==> config.mk <==
export PLATFORM = sky130hd
export DESIGN_NAME = burst_col_seq
export DESIGN_NICKNAME = d
export VERILOG_FILES = /design/src/rtl/burst_col_seq.sv
export SDC_FILE = /design/constraint.sdc
export NUM_CORES = 1
export LEC_CHECK = 0
export BUFFER_PORTS_ARGS = -buffer_cell sky130_fd_sc_hd__buf_2
export CAP_MARGIN = 10
export CORE_MARGIN = 2
export CORE_UTILIZATION = 29
export DETAILED_ROUTE_END_ITERATION = 16
export SLEW_MARGIN = 20
export SYNTH_ARGS = -nofsm -noshare
export SYNTH_HDL_FRONTEND = slang
export SYNTH_SLANG_ARGS = --single-unit
==> constraint.sdc <==
create_clock -name clk -period 3 [get_ports clk]
set_input_delay 0.15 -clock clk [delete_from_list [all_inputs] [get_ports clk]]
set_output_delay 0.15 -clock clk [all_outputs]
set_load 0.005 [all_outputs]
==> src/rtl/burst_col_seq.sv <==
module burst_col_seq #(
  parameter int COL_W = 9
) (
  input  logic             clk,
  input  logic             rst_n,
  input  logic             start_i,
  input  logic [COL_W-1:0] start_col_i,
  input  logic             write_i,
  input  logic [2:0]       blen_i,
  input  logic             burst_type_i,
  input  logic             single_write_i,
  input  logic             term_i,
  output logic [COL_W-1:0] col_o,
  output logic             valid_o,
  output logic             last_o
);

  logic             active_q, full_q, ilv_q;
  logic [COL_W-1:0] base_q, cnt_q, mask_q;
  logic [COL_W-1:0] mask_d;
  logic             full_d;
  logic             one_beat;

  assign one_beat = write_i & single_write_i;

  always_comb begin
    full_d = 1'b0;
    mask_d = '0;
    if (!one_beat) begin
      case (blen_i)
        3'd1: mask_d = COL_W'(1);
        3'd2: mask_d = COL_W'(3);
        3'd3: mask_d = COL_W'(7);
        3'd7: begin
          full_d = 1'b1;
          mask_d = '1;
        end
        default: mask_d = '0;
      endcase
    end
  end

  assign col_o   = (base_q & ~mask_q) |
                   ((ilv_q ? (base_q ^ cnt_q) : (base_q + cnt_q)) & mask_q);
  assign valid_o = active_q;
  assign last_o  = active_q & ~full_q & (cnt_q == mask_q);

  always_ff @(posedge clk) begin
    if (!rst_n) begin
      active_q <= 1'b0;
      full_q   <= 1'b0;
      ilv_q    <= 1'b0;
      base_q   <= '0;
      cnt_q    <= '0;
      mask_q   <= '0;
    end else if (start_i) begin
      active_q <= 1'b1;
      full_q   <= full_d;
      ilv_q    <= burst_type_i & ~full_d;
      base_q   <= start_col_i;
      cnt_q    <= '0;
      mask_q   <= mask_d;
    end else if (active_q) begin
      if (term_i || last_o) active_q <= 1'b0;
      else cnt_q <= cnt_q + 1'b1;
    end
  end


  p_idle_after_reset_r1: assert property (@(posedge clk)
    !rst_n |=> !valid_o && !last_o);


  p_first_beat_r2: assert property (@(posedge clk) disable iff (!rst_n)
    start_i |=> valid_o && col_o == $past(start_col_i));


  p_last_needs_valid_r5: assert property (@(posedge clk) disable iff (!rst_n)
    last_o |-> valid_o);

  p_drop_after_last_r5: assert property (@(posedge clk) disable iff (!rst_n)
    last_o && !start_i |=> !valid_o);


  p_full_never_last_r6: assert property (@(posedge clk) disable iff (!rst_n)
    valid_o && full_q |-> !last_o);


  p_term_stops_r7: assert property (@(posedge clk) disable iff (!rst_n)
    valid_o && term_i && !start_i |=> !valid_o);


  p_single_write_r9: assert property (@(posedge clk) disable iff (!rst_n)
    start_i && write_i && single_write_i |=> last_o);


  p_cfg_held_r10: assert property (@(posedge clk) disable iff (!rst_n)
    valid_o && !start_i |=> $stable(base_q) && $stable(mask_q) && $stable(ilv_q));

endmodule

==> impl_metrics.ini, run 1 <==
[yosys]
synth-seq-cells = 25
synth_xor_area_share_pct = 3.69
async_flop_share_pct = 0
ys.warnings.count = 0
ys.flop_type = dfxtp_1
synth_mux_area_share_pct = 6.70
synth_edf_count = 0
avgSynthCellArea_um2 = 8.15
synthesis.area_um2 = 1660
yosysSeqAreaShare_pct = 30.1
yosys.area.top_type = dfxtp_1
synth_cell_types = 47
synth.top_cell.area_share_pct = 30.1
ys_top_cells_by_count = dfxtp_1 (25), nand2_1 (20), a21oi_1 (17)
synthSimpleGateAreaFrac_pct = 28.8
synthCells = 204
synth_area_leaders = dfxtp_1 (30%), ha_1 (6.8%), mux2i_1 (6.0%), a21oi_1 (5.1%), nand2_1 (4.5%)
synth_top_family_by_area = simple AND/OR/NAND/NOR gates
syn_nets = 233
synth_compound_area_share_pct = 18.7
synthAdderAreaFrac_pct = 7.98
synth.most_common_cell = dfxtp_1

[flow_run]
maxCapViolCount = 0

[sta]
skew_ns = 0.00518
drv_slew = 0
hold_viol = 0
tightest_slew_ns = 0.501
holdWs_ns = 0.133
finalCriticalPeriod_ns = 2.36
min_period_over_period_pct = 78.5
slew_headroom_pct = 66.5
fin_setup_tns_ns = 0
max_freq_mhz = 425
setup_viol = 0
grt_setup_unrepaired = false

[critical_path]
worst_path_max_delay_cell = dfxtp_1
crit_arrival_ns = 2.21
critPathCapture = col_o[8]
crit_fanout = 6
criticalPathCategory = reg2out
path_cells = ha_1, inv_1, fa_1, nor2b_1, o31a_1, o221ai_1, a21oi_1, nand3b_1, buf_2
max_stage_delay_ns = 0.42
worstReg2RegStart = cnt_q[5]
worstPathRequired_ns = 2.85
worstSetupStartpointType = register
crit_start = cnt_q[0]
cp-end-kind = primary output
regToRegEndpoint = cnt_q[0]
r2r_setup_slack_ns = 1.12
r2r_cells = 5

[power_and_ir_drop]
p_per_area_nw_per_um2 = 345
power_leakage_nw = 0.774
ir_drop_uv = 254

[placement]
port_buffers = 29
gp_congestion = 0.885
dpl_cell_area_um2 = 1860
dp_hpwl_um = 2920

[clock_network]
numCtsBuffers = 3
cts_tree = built
cts-root-buf = clkbuf_8
cts_resized = 0
htreeDepth = 1
clock_sinks = 25
clk_pin_slew_ns = 0.09
hold_buffers = 0
clock_latency_ns = 0.27
cts_setup_buffers = 0
clock_path_buffers = 2

[final_layout]
multi_input_area_um2 = 1090
final_area_um2 = 1900
regArea_um2 = 500
fillers = 595
syn2layout_area_growth_pct = 14.4
final_nets = 259
num_antenna_cells = 0
drive_gt1_share_pct = 19.2

[global_route]
grt_pass1_wl_um = 6530
use_met3_pct = 2.49
globalRouteMet2Util_pct = 19.8
gr-max-usage-layer = met2
gr-total-overflow = 0
grt_max_degree = 19
antenna_found_initial = 0
grt_util_all_layers_pct = 12.9
met1_usage_pct = 18.3
grt_pass1_vias = 1393

[route]
drt-initial-drc-count = 84
avgRoutedWirePerCell_um = 12.8
ant_nets = 0
vias = 1544
totalWireLength_um = 3860
firstDrtPassIters = 4
vias_per_cell = 5.13
drc_errors = 0

[floorplanning]
start_util_pct = 30.2
core_um2 = 5510
die_h_um = 79.7
die_w_um = 79.7
io-pin-count = 30
placementRows = 27
dieArea_um2 = 6350

[outcome]
status = complete, no violations

[min_path]
min_path_type = in2reg
[final cells by class]
type	instances	share of cell area, %
clock buffers	4	2.37
inverters	7	1.38
multi-input cells	164	57.5
flip-flops and latches	25	26.3
well taps	72	4.74
repair buffers	29	7.64
[cells by family after synthesis]
logic type | Yosys count
XOR/XNOR | 7
multiplexers | 11
adder cells (fa/ha/maj) | 10
buffers and inverters | 15
AND/OR/NAND/NOR | 86
flip-flops | 25
AO/OA/AOI/OAI | 50
[placed cells by master, fill, tap and decap left out, types with 2 or more instances in the layout]
master	netlist	routed
nand3_1	7	7
and2_1	2	2
nand4_1	3	3
nand2_1	20	20
a32o_1	2	2
nor2b_1	11	11
nor2_1	12	12
buf_2	0	29
ha_1	9	9
o21a_1	3	3
inv_1	7	7
dfxtp_1	25	25
and3_1	2	2
xnor2_1	6	6
a21oi_1	17	17
a22o_1	2	2
clkbuf_8	0	3
or3_2	5	5
o21ai_0	14	14
o21ai_1	3	3
or4_1	6	6
or3_1	4	4
mux2i_1	10	10
nand2b_1	4	4
[critical path, delay by kind of cell (launching register included)]
family                   cells  cell delay (ns)
AND/OR/NAND/NOR              2             0.27
buffers and inverters        2             0.17
flip-flops                   1             0.42
adder cells (fa/ha/maj)      2             0.59
AO/OA/AOI/OAI                3             0.49
[power by group]
group	internal [mW]	total, mW	switching, mW	leakage [nW]
Clock	0.0950	0.199	0.104	0.0228
Combinational	0.0476	0.0981	0.0505	0.548
Sequential	0.343	0.357	0.0140	0.204
[metal layers]
layer  part of all wire (%)  wire length (um)
met2                     44              1710
met4                   0.99                38
met5                      0                 0
met3                    5.0               193
met1                     50              1910
[metrics by stage]
stage,utilization (%),setup slack (ns),power (mW),std cells
floorplan,-,1.21,0.428,204
global placement,33.7,1.02,0.464,297
detailed placement,33.7,0.953,0.464,297
CTS,34.5,0.633,0.672,301
global route,34.5,0.466,0.694,301
finish,34.5,0.645,0.655,301
[flip-flops by register name, summed over array words and instances (netlist names)]
signal   cells
base_q       9
cnt_q        9
mask_q       4
full_q       1
ilv_q        1
valid_o      1
[worst min-delay path by stage]
stage	from	end	slack, ns	cells after the start
after floorplan	rst_n	base_q[2]	0.28	1
after global placement	start_col_i[2]	base_q[2]	0.41	3
final	start_col_i[5]	base_q[5]	0.13	3
after detailed placement	start_col_i[3]	base_q[3]	0.42	3
after CTS	start_col_i[5]	base_q[5]	0.13	3
after global routing	start_col_i[4]	base_q[4]	0.14	3
Note: power is estimated with default switching activity, not from simulation.
==> inputs of run 2 (changes only) <==
clock period = 2.4 ns   (was 3 ns; I/O delays follow)
==> run 2 against run 1 <==
Net effect:
- worst setup slack lost 0.51 ns
- utilization rose by 0.30 points
- routed wire length is 1.2% higher
- clock skew down 0.0023 ns
- register-to-register slack lost 0.57 ns
- final area rose by 0.86%
- clock power grew 26%
- via count increased by 0.71%
- critical path type unchanged
- largest cell class unchanged
- largest power group unchanged
- highest routed layer unchanged
==> impl_metrics.ini, run 2 (synthesized netlist as in run 1, its figures left out) <==
[final_layout]
num_antenna_cells = 0
drive_gt1_share_pct = 20.9
final_cells = 302
final_common_cell = buf_2
fillers = 595
final_nets = 260
syn2layout_area_growth_pct = 15.4
top_regs = base_q (9), cnt_q (9), mask_q (4)
multi_input_area_um2 = 1100
regArea_um2 = 503
layout_common_cells = buf_2 (29), dfxtp_1 (23), nand2_1 (20)

[critical_path]
criticalPathCategory = reg2out
worstSetupStartpointType = register
r2r_setup_slack_ns = 0.55
worstReg2RegStart = cnt_q[5]
cp-end-kind = primary output
regToRegEndpoint = valid_o
path_buf_inv = 1
crit_start = cnt_q[3]
crit_arrival_ns = 2.14
max_stage_delay_ns = 0.48
worst_path_max_delay_cell = dfxtp_1
crit_family = compound AO/OA/AOI/OAI gates
path_cells = ha_1, and2_1, a22o_1, o21ai_0, nand4b_1, o311ai_0, buf_2
r2r_cells = 5
crit_fanout = 6
cp_num_cells = 7
worstPathRequired_ns = 2.28
critPathCapture = col_o[5]

[floorplanning]
die_h_um = 79.7
dieArea_um2 = 6350
start_util_pct = 30.2
placementRows = 27
core_um2 = 5510
io-pin-count = 30
die_w_um = 79.7

[global_route]
grt_pass1_wl_um = 6710
antenna_found_initial = 0
gr-total-overflow = 0
grt_max_degree = 19
grt_util_all_layers_pct = 13.2
grt_pass1_vias = 1451

[clock_network]
htreeDepth = 1
numCtsBuffers = 3
hold_buffers = 0
cts-root-buf = clkbuf_8
cts_setup_buffers = 0
cts_resized = 0
clk_pin_slew_ns = 0.09
clock_latency_ns = 0.27
clock_sinks = 25
cts_tree = built
clock_path_buffers = 2

[route]
drc_errors = 0
ant_nets = 0
vias_per_cell = 5.15
totalWireLength_um = 3900
drt-initial-drc-count = 89
avgRoutedWirePerCell_um = 12.9
vias = 1555
firstDrtPassIters = 4

[sta]
grt_setup_unrepaired = true
setup_viol = 0
slew_headroom_pct = 66.8
fin_setup_tns_ns = 0
skew_ns = 0.00287
min_period_over_period_pct = 94.4
drv_slew = 0
max_freq_mhz = 442
tightest_slew_ns = 0.498
hold_viol = 0
finalCriticalPeriod_ns = 2.26

[outcome]
status = complete, no violations

[placement]
dp.cells = 298
dp_hpwl_um = 2970
gp_congestion = 0.893
port_buffers = 29

[min_path]
min_path_type = in2reg

[flow_run]
maxCapViolCount = 0

[power_and_ir_drop]
p_per_area_nw_per_um2 = 429
ir_drop_uv = 238
power_leakage_nw = 0.781
p_total_mw = 0.823
-- run 2: cell types whose count changed in the layout (fill, tap and decap cells not counted) --
cell / change
dfxtp_2: +2
o221ai_1: -1
o221ai_2: +1
buf_4: +1
dfxtp_1: -2
-- run 2: worst min path at each step --
stage	from	to	slack [ns]	depth (start not counted)
detailed placement	start_col_i[0]	base_q[0]	0.38	3
finish	start_col_i[2]	base_q[2]	0.11	3
CTS	start_col_i[1]	base_q[1]	0.10	3
global route	start_col_i[7]	base_q[7]	0.14	3
global placement	start_col_i[2]	base_q[2]	0.37	3
floorplan	rst_n	base_q[2]	0.25	1
-- run 2: per-layer routing --
metal	routed length (um)	vias to the layer above	GRT usage, %
li1	-	793	-
met1	1920	712	18.2
met2	1760	46	20.6
met3	179	4	2.60
met4	48	0	4.14
met5	0	-	0
-- run 2: worst register-to-register path, stage by stage, from the launching register on --
cell,delay [ns]
dfxtp_1,0.39
or4_1,0.56
nor4_2,0.14
o2111a_2,0.41
nor2_2,0.09
o21a_1,0.17
-- run 2: final cells by class --
| class | instances | share of cell area (%) |
|---|---|---|
| repair buffers | 30 | 7.96 |
| well taps | 72 | 4.70 |
| multi-input cells | 164 | 57.4 |
| clock buffers | 4 | 2.35 |
| flip-flops and latches | 25 | 26.2 |
| inverters | 7 | 1.37 |
-- run 2: stage by stage --
| stage | setup WS (ns) | utilization, % | hold slack, ns | cell area [um2] |
|---|---|---|---|---|
| after CTS | 0.0980 | 34.7 | 0.104 | 1910 |
| after detailed placement | 0.427 | 33.8 | 0.384 | 1860 |
| final | 0.136 | 34.8 | 0.108 | 1920 |
| after global placement | 0.449 | 33.8 | 0.375 | 1860 |
| after floorplan | 0.640 | - | 0.248 | 1660 |
| after global routing | -0.0110 | 34.8 | 0.140 | 1920 |
-- run 2: power breakdown --
| group | total [mW] | switching [mW] | internal, mW |
|---|---|---|---|
| logic | 0.127 | 0.0660 | 0.0606 |
| clock network | 0.251 | 0.132 | 0.119 |
| registers | 0.445 | 0.0162 | 0.429 |
| total | 0.823 | 0.215 | 0.609 |
